[src/rtl/msd_pkg.sv]
package msd_pkg;
  localparam int unsigned NUM_LINES = 4;
  localparam int unsigned IDX_CTS   = 0;
  localparam int unsigned IDX_DSR   = 1;
  localparam int unsigned IDX_RING  = 2;
  localparam int unsigned IDX_DCD   = 3;

  // Event for one line: any change, or only the 1->0 move of the true state.
  function automatic logic line_event(input logic cur, input logic prev,
                                      input logic fall_only);
    if (fall_only) return prev & ~cur;
    return cur ^ prev;
  endfunction

  // Flag update: a read clears the flags, and new events are then ORed back in.
  function automatic logic [NUM_LINES-1:0] flag_next(
      input logic [NUM_LINES-1:0] flags, input logic [NUM_LINES-1:0] evts,
      input logic rd);
    return (rd ? '0 : flags) | evts;
  endfunction
endpackage

[src/rtl/msd_sync.sv]
module msd_sync #(
  parameter int unsigned WIDTH   = 4,
  parameter int unsigned STAGES  = 2,
  parameter logic [WIDTH-1:0] RST_VAL = '1
) (
  input  logic             clk,
  input  logic             rst_n,
  input  logic [WIDTH-1:0] d_i,
  output logic [WIDTH-1:0] q_o
);
  logic [WIDTH-1:0] stg_q [STAGES];

  always_ff @(posedge clk or negedge rst_n) begin
    if (!rst_n) begin
      for (int s = 0; s < STAGES; s++) stg_q[s] <= RST_VAL;
    end else begin
      stg_q[0] <= d_i;
      for (int s = 1; s < STAGES; s++) stg_q[s] <= stg_q[s-1];
    end
  end

  assign q_o = stg_q[STAGES-1];
endmodule

[src/rtl/msd_edge.sv]
module msd_edge
  import msd_pkg::*;
#(
  parameter bit FALL_ONLY = 1'b0
) (
  input  logic clk,
  input  logic rst_n,
  input  logic level_i,
  output logic evt_o
);
  logic prev_q;

  always_ff @(posedge clk or negedge rst_n) begin
    if (!rst_n) prev_q <= 1'b0;
    else        prev_q <= level_i;
  end

  assign evt_o = line_event(level_i, prev_q, FALL_ONLY);
endmodule

[src/rtl/msd_flags.sv]
module msd_flags
  import msd_pkg::*;
(
  input  logic                 clk,
  input  logic                 rst_n,
  input  logic [NUM_LINES-1:0] evt_i,
  input  logic                 rd_i,
  output logic [NUM_LINES-1:0] flags_o
);
  logic [NUM_LINES-1:0] flags_q;

  always_ff @(posedge clk or negedge rst_n) begin
    if (!rst_n) flags_q <= '0;
    else        flags_q <= flag_next(flags_q, evt_i, rd_i);
  end

  assign flags_o = flags_q;
endmodule

[src/rtl/modem_status_detect.sv]
module modem_status_detect
  import msd_pkg::*;
#(
  parameter int unsigned SYNC_STAGES = 2
) (
  input  logic       clk,
  input  logic       rst_n,
  input  logic [3:0] line_n_i,
  input  logic       rd_stb_i,
  input  logic       irq_en_i,
  output logic [7:0] status_o,
  output logic       irq_o
);
  logic [NUM_LINES-1:0] pin_sync;
  logic [NUM_LINES-1:0] state_true;
  logic [NUM_LINES-1:0] line_evt;
  logic [NUM_LINES-1:0] flags;

  msd_sync #(.WIDTH(NUM_LINES), .STAGES(SYNC_STAGES), .RST_VAL('1)) u_sync (
    .clk(clk), .rst_n(rst_n), .d_i(line_n_i), .q_o(pin_sync)
  );

  assign state_true = ~pin_sync;

  for (genvar i = 0; i < NUM_LINES; i++) begin : g_line
    msd_edge #(.FALL_ONLY(i == IDX_RING)) u_edge (
      .clk(clk), .rst_n(rst_n), .level_i(state_true[i]), .evt_o(line_evt[i])
    );
  end

  msd_flags u_flags (
    .clk(clk), .rst_n(rst_n), .evt_i(line_evt), .rd_i(rd_stb_i), .flags_o(flags)
  );

  assign status_o = {state_true, flags};
  assign irq_o    = irq_en_i & (|flags);

  assert_cts_flag_R1: assert property (@(posedge clk) disable iff (!rst_n)
    (status_o[4] != $past(status_o[4])) |=> status_o[0]);
  assert_dsr_flag_R2: assert property (@(posedge clk) disable iff (!rst_n)
    (status_o[5] != $past(status_o[5])) |=> status_o[1]);
  assert_ring_trail_R3: assert property (@(posedge clk) disable iff (!rst_n)
    $fell(status_o[6]) |=> status_o[2]);
  assert_ring_no_lead_R3: assert property (@(posedge clk) disable iff (!rst_n)
    ($rose(status_o[6]) && !status_o[2]) |=> !status_o[2]);
  assert_dcd_flag_R4: assert property (@(posedge clk) disable iff (!rst_n)
    (status_o[7] != $past(status_o[7])) |=> status_o[3]);
  assert_read_clear_R6: assert property (@(posedge clk) disable iff (!rst_n)
    (rd_stb_i && $stable(status_o[7:4])) |=> (status_o[3:0] == 4'h0));
  assert_sticky_R9: assert property (@(posedge clk) disable iff (!rst_n)
    !rd_stb_i |=> ((status_o[3:0] & $past(status_o[3:0])) == $past(status_o[3:0])));
  assert_irq_off_R8: assert property (@(posedge clk) disable iff (!rst_n)
    !irq_en_i |-> !irq_o);
  assert_irq_on_R8: assert property (@(posedge clk) disable iff (!rst_n)
    (irq_en_i && status_o[3:0] != 4'h0) |-> irq_o);
endmodule

[config.mk]
export PLATFORM = sky130hd
export DESIGN_NAME = modem_status_detect
export DESIGN_NICKNAME = d
export VERILOG_FILES = /design/src/rtl/msd_pkg.sv /design/src/rtl/msd_sync.sv /design/src/rtl/msd_edge.sv /design/src/rtl/msd_flags.sv /design/src/rtl/modem_status_detect.sv
export SDC_FILE = /design/constraint.sdc
export NUM_CORES = 1
export LEC_CHECK = 0
export BUFFER_PORTS_ARGS = -buffer_cell sky130_fd_sc_hd__buf_2
export CAP_MARGIN = 10
export CORE_AREA = 2 2 40 42
export DETAILED_ROUTE_END_ITERATION = 8
export DIE_AREA = 0 0 42 44
export GPL_TIMING_DRIVEN = 0
export PLACE_DENSITY = 0.65
export SLEW_MARGIN = 10
export SYNTH_ARGS = -nofsm -noshare
export SYNTH_HDL_FRONTEND = slang
export SYNTH_HIERARCHICAL = 1
export SYNTH_SLANG_ARGS = --single-unit
[constraint.sdc]
create_clock -name clk -period 0.93 [get_ports clk]
set_input_delay 0.0465 -clock clk [delete_from_list [all_inputs] [get_ports clk]]
set_output_delay 0.0465 -clock clk [all_outputs]
set_load 0.01 [all_outputs]
==> impl_metrics.env, run 1 <==
export IMPL_wl_per_cell_um=9.88
export IMPL_arrival_ps=1220
export IMPL_core_area_um2=1420
export IMPL_finalCriticalPeriod_ps=1270
export IMPL_finalHoldViolations=0
export IMPL_nFillCells=111
export IMPL_outcome="finished, violations left"
export IMPL_cts_sinks=16
export IMPL_p_seq_share_pct=55.0
export IMPL_cp_start_kind="flop"
export IMPL_cts_root_buf="clkbuf_4"
export IMPL_critical_path_class="reg2out"
export IMPL_dr_first_iter_drc_count=2
export IMPL_synth_cell_types=9
export IMPL_p_sw_mw=0.307
export IMPL_num_nets_final=70
export IMPL_synth_warnings=6
export IMPL_final_period_utilization_pct=136
export IMPL_place_inst=66
export IMPL_power_per_cell_area_nw_per_um2=1760
export IMPL_p_int_mw=1.11
export IMPL_min_path_type="in2reg"
export IMPL_via_count=322
export IMPL_syn_instance_count=34
export IMPL_postRouteAntennaNets=0
export IMPL_die_area_um2=1850
export IMPL_antenna_cells=0
export IMPL_critPathRequiredTime_ps=880
export IMPL_irDropWorstVdd_mv=1.07
export IMPL_overflow=0
export IMPL_placed_area_um2=659
export IMPL_syn_area_um2=541
export IMPL_std_cell_rows=14
export IMPL_final_cells=77
export IMPL_htree_levels=1
export IMPL_grt_pass1_vias=359
export IMPL_syn_area_per_cell_um2=15.9
export IMPL_fin_area_um2=805
export IMPL_grt_max_degree=17
export IMPL_synth_nets=42
export IMPL_grt_setup_unrepaired="true"
export IMPL_port_buffer_count=16
export IMPL_multi_input_area_um2=88.8
export IMPL_post_route_drc_count=0
export IMPL_layout_drive_gt1_share_pct=67.2
export IMPL_routed_via_density=4.18
export IMPL_final_cell_mix="buf_2 (10), dfrtp_1 (8), buf_6 (8), dfstp_2 (8), dlygate4sd3_1 (5)"
export IMPL_grt_pass1_wl_mm=1.33
export IMPL_clk_pin_slew_ps=90
export IMPL_ys_seq_area_share_pct=75.9
export IMPL_maxCapViolCount=0
export IMPL_worst_pin_slew_ps=338
export IMPL_leakage_nw=0.392
export IMPL_cts_buffers_inserted=3
export IMPL_finalSetupViolations=10
export IMPL_setup_ws_ps=-335
export IMPL_p_clk_share_pct=31.4
export IMPL_max_freq_mhz=791
export IMPL_grt_use_total_pct=9.82
export IMPL_cts_tree="yes"
export IMPL_ios=17
export IMPL_violations="negative setup slack"
export IMPL_wirelength_um=761
export IMPL_place_congestion=0.582
export IMPL_skew_ps=1.38
export IMPL_seq_area_um2=410
export IMPL_synthToLayoutAreaGrowth_pct=48.8
export IMPL_drv_slew=0
export IMPL_start_util_pct=38.1
export IMPL_ys_seq_elements=16
export IMPL_switching_share_pct=21.7
export IMPL_clk_path_buf_depth=2
export IMPL_layout_commonest_cell="buf_2"
export IMPL_detail_route_first_pass_iterations=3
export IMPL_total_power_mw=1.42
export IMPL_cp_max_fo=2
export IMPL_worst_setup_path_end_kind="primary output"
export IMPL_dieWidth_um=42
export IMPL_antenna_found_initial=0
export IMPL_die_y_um=44
export IMPL_combPwrFrac_pct=13.5
export IMPL_clk_latency_ps=280
export IMPL_slew_headroom_pct=77.5
state kept, by name (all words and copies together), names as in the netlist:
signal                count
u_sync/q_o                4
u_flags/flags_o           4
u_sync/stg_q              4
g_line.u_edge/prev_q      4
worst max-delay path, cell delays in order (launching register included):
cell,delay [ps]
dfrtp_1,390
o41a_1,410
buf_2,140
final timing paths:
| check | end | slack (ps) | start | cells after the start |
|---|---|---|---|---|
| min in group asynchronous | g_line[3].u_edge/prev_q | 200 | rst_n | 2 |
| setup / recovery | irq_o | -340 | u_flags/flags_o[1] | 2 |
| hold reg to reg | u_sync/q_o[1] | 360 | u_sync/stg_q[5] | 0 |
| max in group asynchronous | u_sync/q_o[0] | 440 | rst_n | 2 |
| setup reg to reg | u_flags/flags_o[3] | -40 | u_sync/q_o[3] | 3 |
| hold / removal | u_flags/flags_o[2] | 70 | rd_stb_i | 3 |
power groups by stage:
stage / Sequential (mW) / Combinational, mW / Clock, mW
5_1_grt: 0.786 / 0.209 / 0.492
2_1_floorplan: 0.796 / 0.0676 / 0
3_3_place_gp: 0.788 / 0.136 / 0
3_5_place_dp: 0.790 / 0.139 / 0
6_report: 0.779 / 0.192 / 0.445
4_1_cts: 0.780 / 0.185 / 0.468
kinds of logic after synthesis:
kind of cell | count (synthesis) | share of synthesized area (%)
AO/OA/AOI/OAI | 5 | 7.64
flip-flops | 16 | 75.9
XOR/XNOR | 3 | 4.86
AND/OR/NAND/NOR | 1 | 2.55
buffers and inverters | 9 | 9.03
cell type report:
cell class / count / share of cell area [%]
inverters: 5 / 3.58
well taps: 16 / 2.49
clock buffers: 4 / 4.51
multi-input cells: 9 / 11.0
repair buffers: 27 / 27.4
flip-flops and latches: 16 / 51.0
metrics by stage:
stage	setup slack (ps)	TNS [ps]	utilization [%]	hold WS (ps)
6_report	-335	-893	56.7	65.5
3_3_place_gp	-79.7	-267	46.5	-33.8
5_1_grt	-389	-1250	56.7	59.0
4_1_cts	-343	-1010	54.9	56.7
2_1_floorplan	-78.3	-235	-	-249
3_5_place_dp	-92.3	-303	46.5	-27.6
routing by layer:
layer | share of wire [%] | GRT usage, %
met2 | 51 | 16.6
met5 | 0 | 0
met1 | 42 | 11.1
met4 | 0 | 5.81
met3 | 6.3 | 2.92
cell usage after synthesis:
master	instances	area, µm²
a21o_1	4	30.0
buf_4	4	30.0
dfrtp_1	8	200
dfstp_2	8	210
inv_1	4	15.0
inv_2	1	3.75
nor2b_4	1	13.8
o41a_1	1	11.3
xor2_1	3	26.3
timing repair:
| action | in CTS | in global routing |
|---|---|---|
| gates resized for setup | 9 | 2 |
| endpoints found under the hold margin | 20 | 0 |
| buffers inserted | 4 | 3 |
| setup endpoints to repair | 8 | 11 |
| hold buffers | 5 | 0 |
(Power assumes the default switching activity.)
==> inputs of run 2 (changes only) <==
--- a/config.mk
+++ b/config.mk
@@ -11,9 +11,7 @@
 export DETAILED_ROUTE_END_ITERATION = 8
 export DIE_AREA = 0 0 42 44
 export GPL_TIMING_DRIVEN = 0
-export PLACE_DENSITY = 0.65
 export SLEW_MARGIN = 10
 export SYNTH_ARGS = -nofsm -noshare
 export SYNTH_HDL_FRONTEND = slang
-export SYNTH_HIERARCHICAL = 1
 export SYNTH_SLANG_ARGS = --single-unit
==> run 2 against run 1 <==
Effect of this change:
- the flow still finishes with violations (negative setup slack)
- register-to-register slack barely moved
- die area unchanged
- first-iteration DRC count is 100% lower
- count of clock-buffer cells in the layout stayed put
- sequential power about the same
- power grew 2.2%
- sequential cell count did not move
- largest cell class unchanged
==> impl_metrics.env, run 2 <==
export IMPL_dr_first_iter_drc_count=0
export IMPL_postRouteAntennaNets=0
export IMPL_synth_warnings=0
export IMPL_grt_pass1_vias=436
export IMPL_layout_drive_gt1_share_pct=62.0
export IMPL_antenna_found_initial=0
export IMPL_wirelength_um=911
export IMPL_min_path_type="in2async"
export IMPL_dp_hpwl_um=535
export IMPL_grt_max_degree=17
export IMPL_start_util_pct=37.5
export IMPL_hold_slack_ps=204
export IMPL_clk_pin_slew_ps=90
export IMPL_finalSetupViolations=11
export IMPL_violations="negative setup slack"
export IMPL_yosysTopAreaCellShare_pct=39.5
export IMPL_detail_route_first_pass_iterations=1
export IMPL_cts_tree="yes"
export IMPL_synthToLayoutAreaGrowth_pct=63.5
export IMPL_ys_seq_area_share_pct=77.2
export IMPL_ios=17
export IMPL_syn_area_per_cell_um2=14.4
export IMPL_port_buffer_count=16
export IMPL_wl_per_cell_um=10.5
export IMPL_max_freq_mhz=779
export IMPL_irDropWorstVdd_mv=1.23
export IMPL_grt_setup_unrepaired="true"
export IMPL_critical_path_top_delay_family="flip-flops"
export IMPL_cp_max_fo=2
export IMPL_grt_use_total_pct=12.2
export IMPL_layout_commonest_cell="buf_6"
export IMPL_clk_latency_ps=280
export IMPL_die_area_um2=1850
export IMPL_power_per_cell_area_nw_per_um2=1660
export IMPL_finalHoldViolations=0
export IMPL_final_period_utilization_pct=138
export IMPL_post_route_util_pct=61.3
export IMPL_std_cell_rows=14
export IMPL_leakage_nw=0.432
export IMPL_overflow=0
export IMPL_cts_buffers_inserted=3
export IMPL_setup_ws_ps=-353
export IMPL_cp_start_kind="flop"
export IMPL_synthFlopType="dfstp_2"
export IMPL_nFillCells=117
export IMPL_synth_cell_types=8
export IMPL_critPathRequiredTime_ps=880
export IMPL_slowest_delay_ps=410
export IMPL_cp_slowest_cell="dfrtp_1"
export IMPL_placed_area_um2=632
export IMPL_worst_setup_path_end_kind="primary output"
export IMPL_path_buf_inv=1
export IMPL_post_route_drc_count=0
export IMPL_place_congestion=0.606
export IMPL_htree_levels=1
export IMPL_die_y_um=44
export IMPL_synth_edff_count=0
export IMPL_drv_slew=0
export IMPL_via_count=365
export IMPL_final_cell_mix="buf_6 (17), buf_2 (9), dfrtp_1 (8), dfstp_2 (8), dlygate4sd3_1 (6)"
export IMPL_antenna_cells=0
export IMPL_dieWidth_um=42
export IMPL_ys_top_cells_by_count="dfrtp_1 (8), dfstp_2 (8), inv_1 (8), buf_4 (4), o21ai_0 (4)"
export IMPL_core_area_um2=1420
export IMPL_clk_path_buf_depth=2
export IMPL_pre_cts_ws_ps=-52.4
export IMPL_ys_seq_elements=16
export IMPL_syn_instance_count=37
export IMPL_syn_area_um2=532
export IMPL_synthTopCellsByArea="dfstp_2 (40%), dfrtp_1 (38%), buf_4 (5.6%), inv_1 (5.6%), xor2_1 (4.9%)"
export IMPL_cp_cell_sequence="o41a_1, buf_2"
export IMPL_ys_async_sr_fraction_pct=100
export IMPL_critical_path_class="reg2out"
export IMPL_arrival_ps=1240
export IMPL_routed_via_density=4.20
export IMPL_worst_pin_slew_ps=336
export IMPL_total_power_mw=1.45
export IMPL_finalCriticalPeriod_ps=1280
export IMPL_cts_root_buf="clkbuf_4"
export IMPL_synth_nets=45
export IMPL_slew_headroom_pct=77.6
export IMPL_cts_sinks=16
export IMPL_fin_area_um2=870
export IMPL_maxCapViolCount=0
export IMPL_yosysTopAreaCell="dfstp_2"
export IMPL_skew_ps=2.31
export IMPL_num_nets_final=80
export IMPL_outcome="finished, violations left"
export IMPL_grt_pass1_wl_mm=1.64
==> run 2: changes by cell type in the layout (fill, tap and decap cells not counted), sizes merged <==
cell         change
a21o             -4
o21ai            +4
nand2            +1
nor2b            -1
buf              +6
dlygate4sd3      +1
inv              +3
==> run 2: path summary, 6_finish.rpt <==
path | end | cells after the start | slack [ps] | startpoint
min in group clk | u_sync.q_o[3] | 0 | 360 | u_sync.stg_q[7]
setup / recovery | irq_o | 2 | -350 | u_flags.flags_o[1]
hold / removal | u_flags.flags_o[1] | 2 | 200 | rst_n
hold reg to reg | u_sync.q_o[3] | 0 | 360 | u_sync.stg_q[7]
max in group asynchronous | u_sync.q_o[0] | 2 | 430 | rst_n
setup reg to reg | u_flags.flags_o[1] | 3 | -30 | u_sync.q_o[1]
==> run 2: worst register-to-register path: stages (launching register included) <==
cell,delay [ps]
dfstp_2,550
buf_6,90
xor2_1,120
o21ai_1,80
==> run 2: stage by stage <==
stage | setup TNS, ps | std cells
floorplan | 0 | 37
global placement | -32.0 | 69
detailed placement | -52.4 | 69
CTS | -1110 | 86
global route | -1480 | 87
finish | -980 | 87
==> run 2: per-layer routing <==
layer / track usage (%) / part of all wire, % / wire length, µm / up-vias
met2: 25.0 / 57 / 521 / 13
met5: 0 / 0 / 0 / -
met4: 5.81 / 0 / 0 / 0
met3: 2.50 / 5.9 / 54 / 0
met1: 11.4 / 37 / 335 / 177
li1: - / - / - / 175
==> run 2: final cells by class <==
| class | instances | area [µm²] | area share [%] |
|---|---|---|---|
| Sequential cell | 16 | 410 | 47.2 |
| Timing Repair Buffer | 33 | 300 | 34.5 |
| Multi-Input combinational cell | 9 | 61.3 | 7.05 |
| Clock buffer | 4 | 36.3 | 4.17 |
| Inverter | 8 | 30.0 | 3.45 |
| Tap cell | 16 | 20.0 | 2.30 |
| Buffer | 1 | 11.3 | 1.29 |
==> run 2: logic make-up (layout without fill, tap and decap cells) <==
family	after synthesis	count (layout)	synth area share, %
AO/OA/AOI/OAI	5	5	5.88
XOR/XNOR	3	3	4.94
buffers and inverters	12	46	11.3
flip-flops	16	16	77.2
AND/OR/NAND/NOR	1	1	0.705
==> run 2: power breakdown <==
part           internal, mW  switching [mW]
Sequential            0.755          0.0257
Clock                 0.238           0.199
Combinational         0.145          0.0841
Total                  1.14           0.309
==> run 2: what timing repair did <==
| action | 4_1_cts | 5_1_grt |
|---|---|---|
| pin swaps | 1 | 0 |
| buffers inserted | 10 | 5 |
| gates resized for setup | 20 | 7 |
| gates cloned | 0 | 0 |
| hold endpoints to repair | 24 | 0 |
| endpoints found under the setup margin | 5 | 12 |
| hold buffers | 6 | 0 |
==> inputs of run 3 (changes only) <==
--- a/config.mk
+++ b/config.mk
@@ -7,10 +7,11 @@
 export LEC_CHECK = 0
 export BUFFER_PORTS_ARGS = -buffer_cell sky130_fd_sc_hd__buf_2
 export CAP_MARGIN = 10
-export CORE_AREA = 2 2 40 42
+export CORE_AREA = 2 2 39 41
 export DETAILED_ROUTE_END_ITERATION = 8
-export DIE_AREA = 0 0 42 44
+export DIE_AREA = 0 0 41 43
 export GPL_TIMING_DRIVEN = 0
+export PLACE_DENSITY = 0.65
 export SLEW_MARGIN = 10
 export SYNTH_ARGS = -nofsm -noshare
 export SYNTH_HDL_FRONTEND = slang
==> constraint.sdc (replaced) <==
create_clock -name clk -period 1.45 [get_ports clk]
set_input_delay 0.0725 -clock clk [delete_from_list [all_inputs] [get_ports clk]]
set_output_delay 0.0725 -clock clk [all_outputs]
set_load 0.01 [all_outputs]
==> run 3 against run 2 <==
Effect of this change:
- the run now ends clean
- critical endpoint unchanged
- sequential cell count unchanged
- wire length decreased by 16%
- clock skew about the same
- highest routed layer is now met4
- clock power decreased by 36%
- utilization decreased by 8.7 points
- largest power group unchanged
- non-clock buffer count decreased by 8
==> impl_metrics.env, run 3 (synthesis results as in run 2) <==
export IMPL_total_power_mw=0.867
export IMPL_cts_sinks=16
export IMPL_grt_setup_unrepaired="false"
export IMPL_antenna_found_initial=0
export IMPL_overflow=0
export IMPL_via_count=331
export IMPL_skew_ps=2.59
export IMPL_combPwrFrac_pct=9.9
export IMPL_start_util_pct=38.4
export IMPL_final_period_utilization_pct=90.8
export IMPL_wl_per_cell_um=9.67
export IMPL_dp_hpwl_um=527
export IMPL_cp_start_kind="flop"
export IMPL_clk_latency_ps=280
export IMPL_worst_pin_slew_ps=331
export IMPL_arrival_ps=1240
export IMPL_cp_startpoint="u_flags.flags_o[0]"
export IMPL_grt_max_degree=17
export IMPL_port_buffer_count=16
export IMPL_clk_path_buf_depth=2
export IMPL_max_freq_mhz=760
export IMPL_die_y_um=43
export IMPL_critPathCapture="irq_o"
export IMPL_min_path_type="in2async"
export IMPL_num_nets_final=72
export IMPL_dieWidth_um=41
export IMPL_routed_via_density=4.19
export IMPL_cts_tree="yes"
export IMPL_finalHoldViolations=0
export IMPL_critPathRequiredTime_ps=1380
export IMPL_finalCriticalPeriod_ps=1320
export IMPL_r2r_cells=2
export IMPL_maxCapViolCount=0
export IMPL_tns_ps=0
export IMPL_p_sw_mw=0.185
export IMPL_grt_pass1_wl_mm=1.21
export IMPL_wirelength_um=764
export IMPL_p_seq_share_pct=57.6
export IMPL_cp_max_fo=3
export IMPL_layout_drive_gt1_share_pct=50.8
export IMPL_antenna_cells=0
export IMPL_drv_slew=0
export IMPL_layout_commonest_cell="buf_2"
export IMPL_switching_share_pct=21.3
export IMPL_rr_startpoint="u_sync.q_o[3]"
export IMPL_final_cell_mix="buf_2 (16), inv_1 (8), dfrtp_1 (8), dfstp_2 (8), dlygate4sd3_1 (6)"
export IMPL_post_cts_setup_buffers=0
export IMPL_p_clk_share_pct=32.5
export IMPL_post_route_util_pct=52.6
export IMPL_grt_use_total_pct=11.2
export IMPL_die_area_um2=1760
export IMPL_outcome="completed"
export IMPL_critical_path_class="reg2out"
export IMPL_ios=17
export IMPL_dr_first_iter_drc_count=0
export IMPL_leakage_nw=0.369
export IMPL_synthToLayoutAreaGrowth_pct=36.9
export IMPL_post_route_drc_count=0
export IMPL_regToRegSetupSlack_ps=570
export IMPL_std_cell_rows=14
export IMPL_slowest_delay_ps=420
export IMPL_htree_levels=1
export IMPL_detail_route_first_pass_iterations=1
export IMPL_core_area_um2=1380
export IMPL_postRouteAntennaNets=0
export IMPL_slew_headroom_pct=77.9
export IMPL_irDropWorstVdd_mv=0.664
export IMPL_place_congestion=0.597
export IMPL_grt_pass1_vias=312
export IMPL_worst_setup_path_end_kind="primary output"
export IMPL_cts_root_buf="clkbuf_4"
export IMPL_p_int_mw=0.683
export IMPL_finalSetupViolations=0
export IMPL_cp_slowest_cell="o41a_1"
export IMPL_clk_pin_slew_ps=90
export IMPL_cp_cell_sequence="o41a_1, buf_2"
export IMPL_r2r_end="u_flags.flags_o[3]"
export IMPL_cts_buffers_inserted=3
export IMPL_power_per_cell_area_nw_per_um2=1190
## run 3: repair_timing
action / 4_1_cts / 5_1_grt
hold buffers: 6 / 0
resized for setup: 0 / 0
endpoints found under the hold margin: 21 / 0
## run 3: power by group through the flow
stage,registers [mW],clock network (mW),logic (mW)
6_report,0.500,0.281,0.0858
3_5_place_dp,0.509,0,0.0747
2_1_floorplan,0.512,0,0.0293
5_1_grt,0.505,0.319,0.0972
4_1_cts,0.501,0.297,0.0878
3_3_place_gp,0.506,0,0.0736
## run 3: cell type report
class | count | area, µm²
well taps | 16 | 20.0
clock buffers | 4 | 36.3
inverters | 8 | 30.0
repair buffers | 22 | 140
plain buffers | 4 | 30.0
multi-input cells | 9 | 61.3
flip-flops and latches | 16 | 410
fillers | 134 | 656
## run 3: routing by layer
layer  up-vias  track usage (%)  routed length (µm)  part of all wire (%)
met5         -                0                   0                     0
met4         0             12.0                   8                   1.0
met3         2             4.71                  48                   6.3
met1       157             10.8                 321                    42
li1        159                -                   -                     -
met2        13             15.9                 386                    51
## run 3: worst min path at each step
stage                                    endpoint  slack (ps)  startpoint
after detailed placement  g_line[0].u_edge.prev_q          -8       rst_n
after global routing           u_flags.flags_o[2]         220       rst_n
after global placement         u_flags.flags_o[0]          -8       rst_n
after CTS                      u_flags.flags_o[2]         220       rst_n
final                     g_line[0].u_edge.prev_q         220       rst_n
after floorplan           g_line[0].u_edge.prev_q        -220       rst_n
## run 3: worst max-delay path, delay by kind of cell (launching register included)
family                 cells  cell delay, ps
AO/OA/AOI/OAI              1             420
buffers and inverters      1             150
flip-flops                 1             400
## run 3: through the flow
stage | setup slack [ps] | hold slack (ps) | cells | instance area, µm²
after global routing | 78.8 | 225 | 79 | 728
after floorplan | 511 | -223 | 37 | 532
final | 134 | 216 | 79 | 728
after CTS | 115 | 215 | 79 | 728
after detailed placement | 447 | -8.46 | 69 | 632
after global placement | 462 | -7.96 | 69 | 632
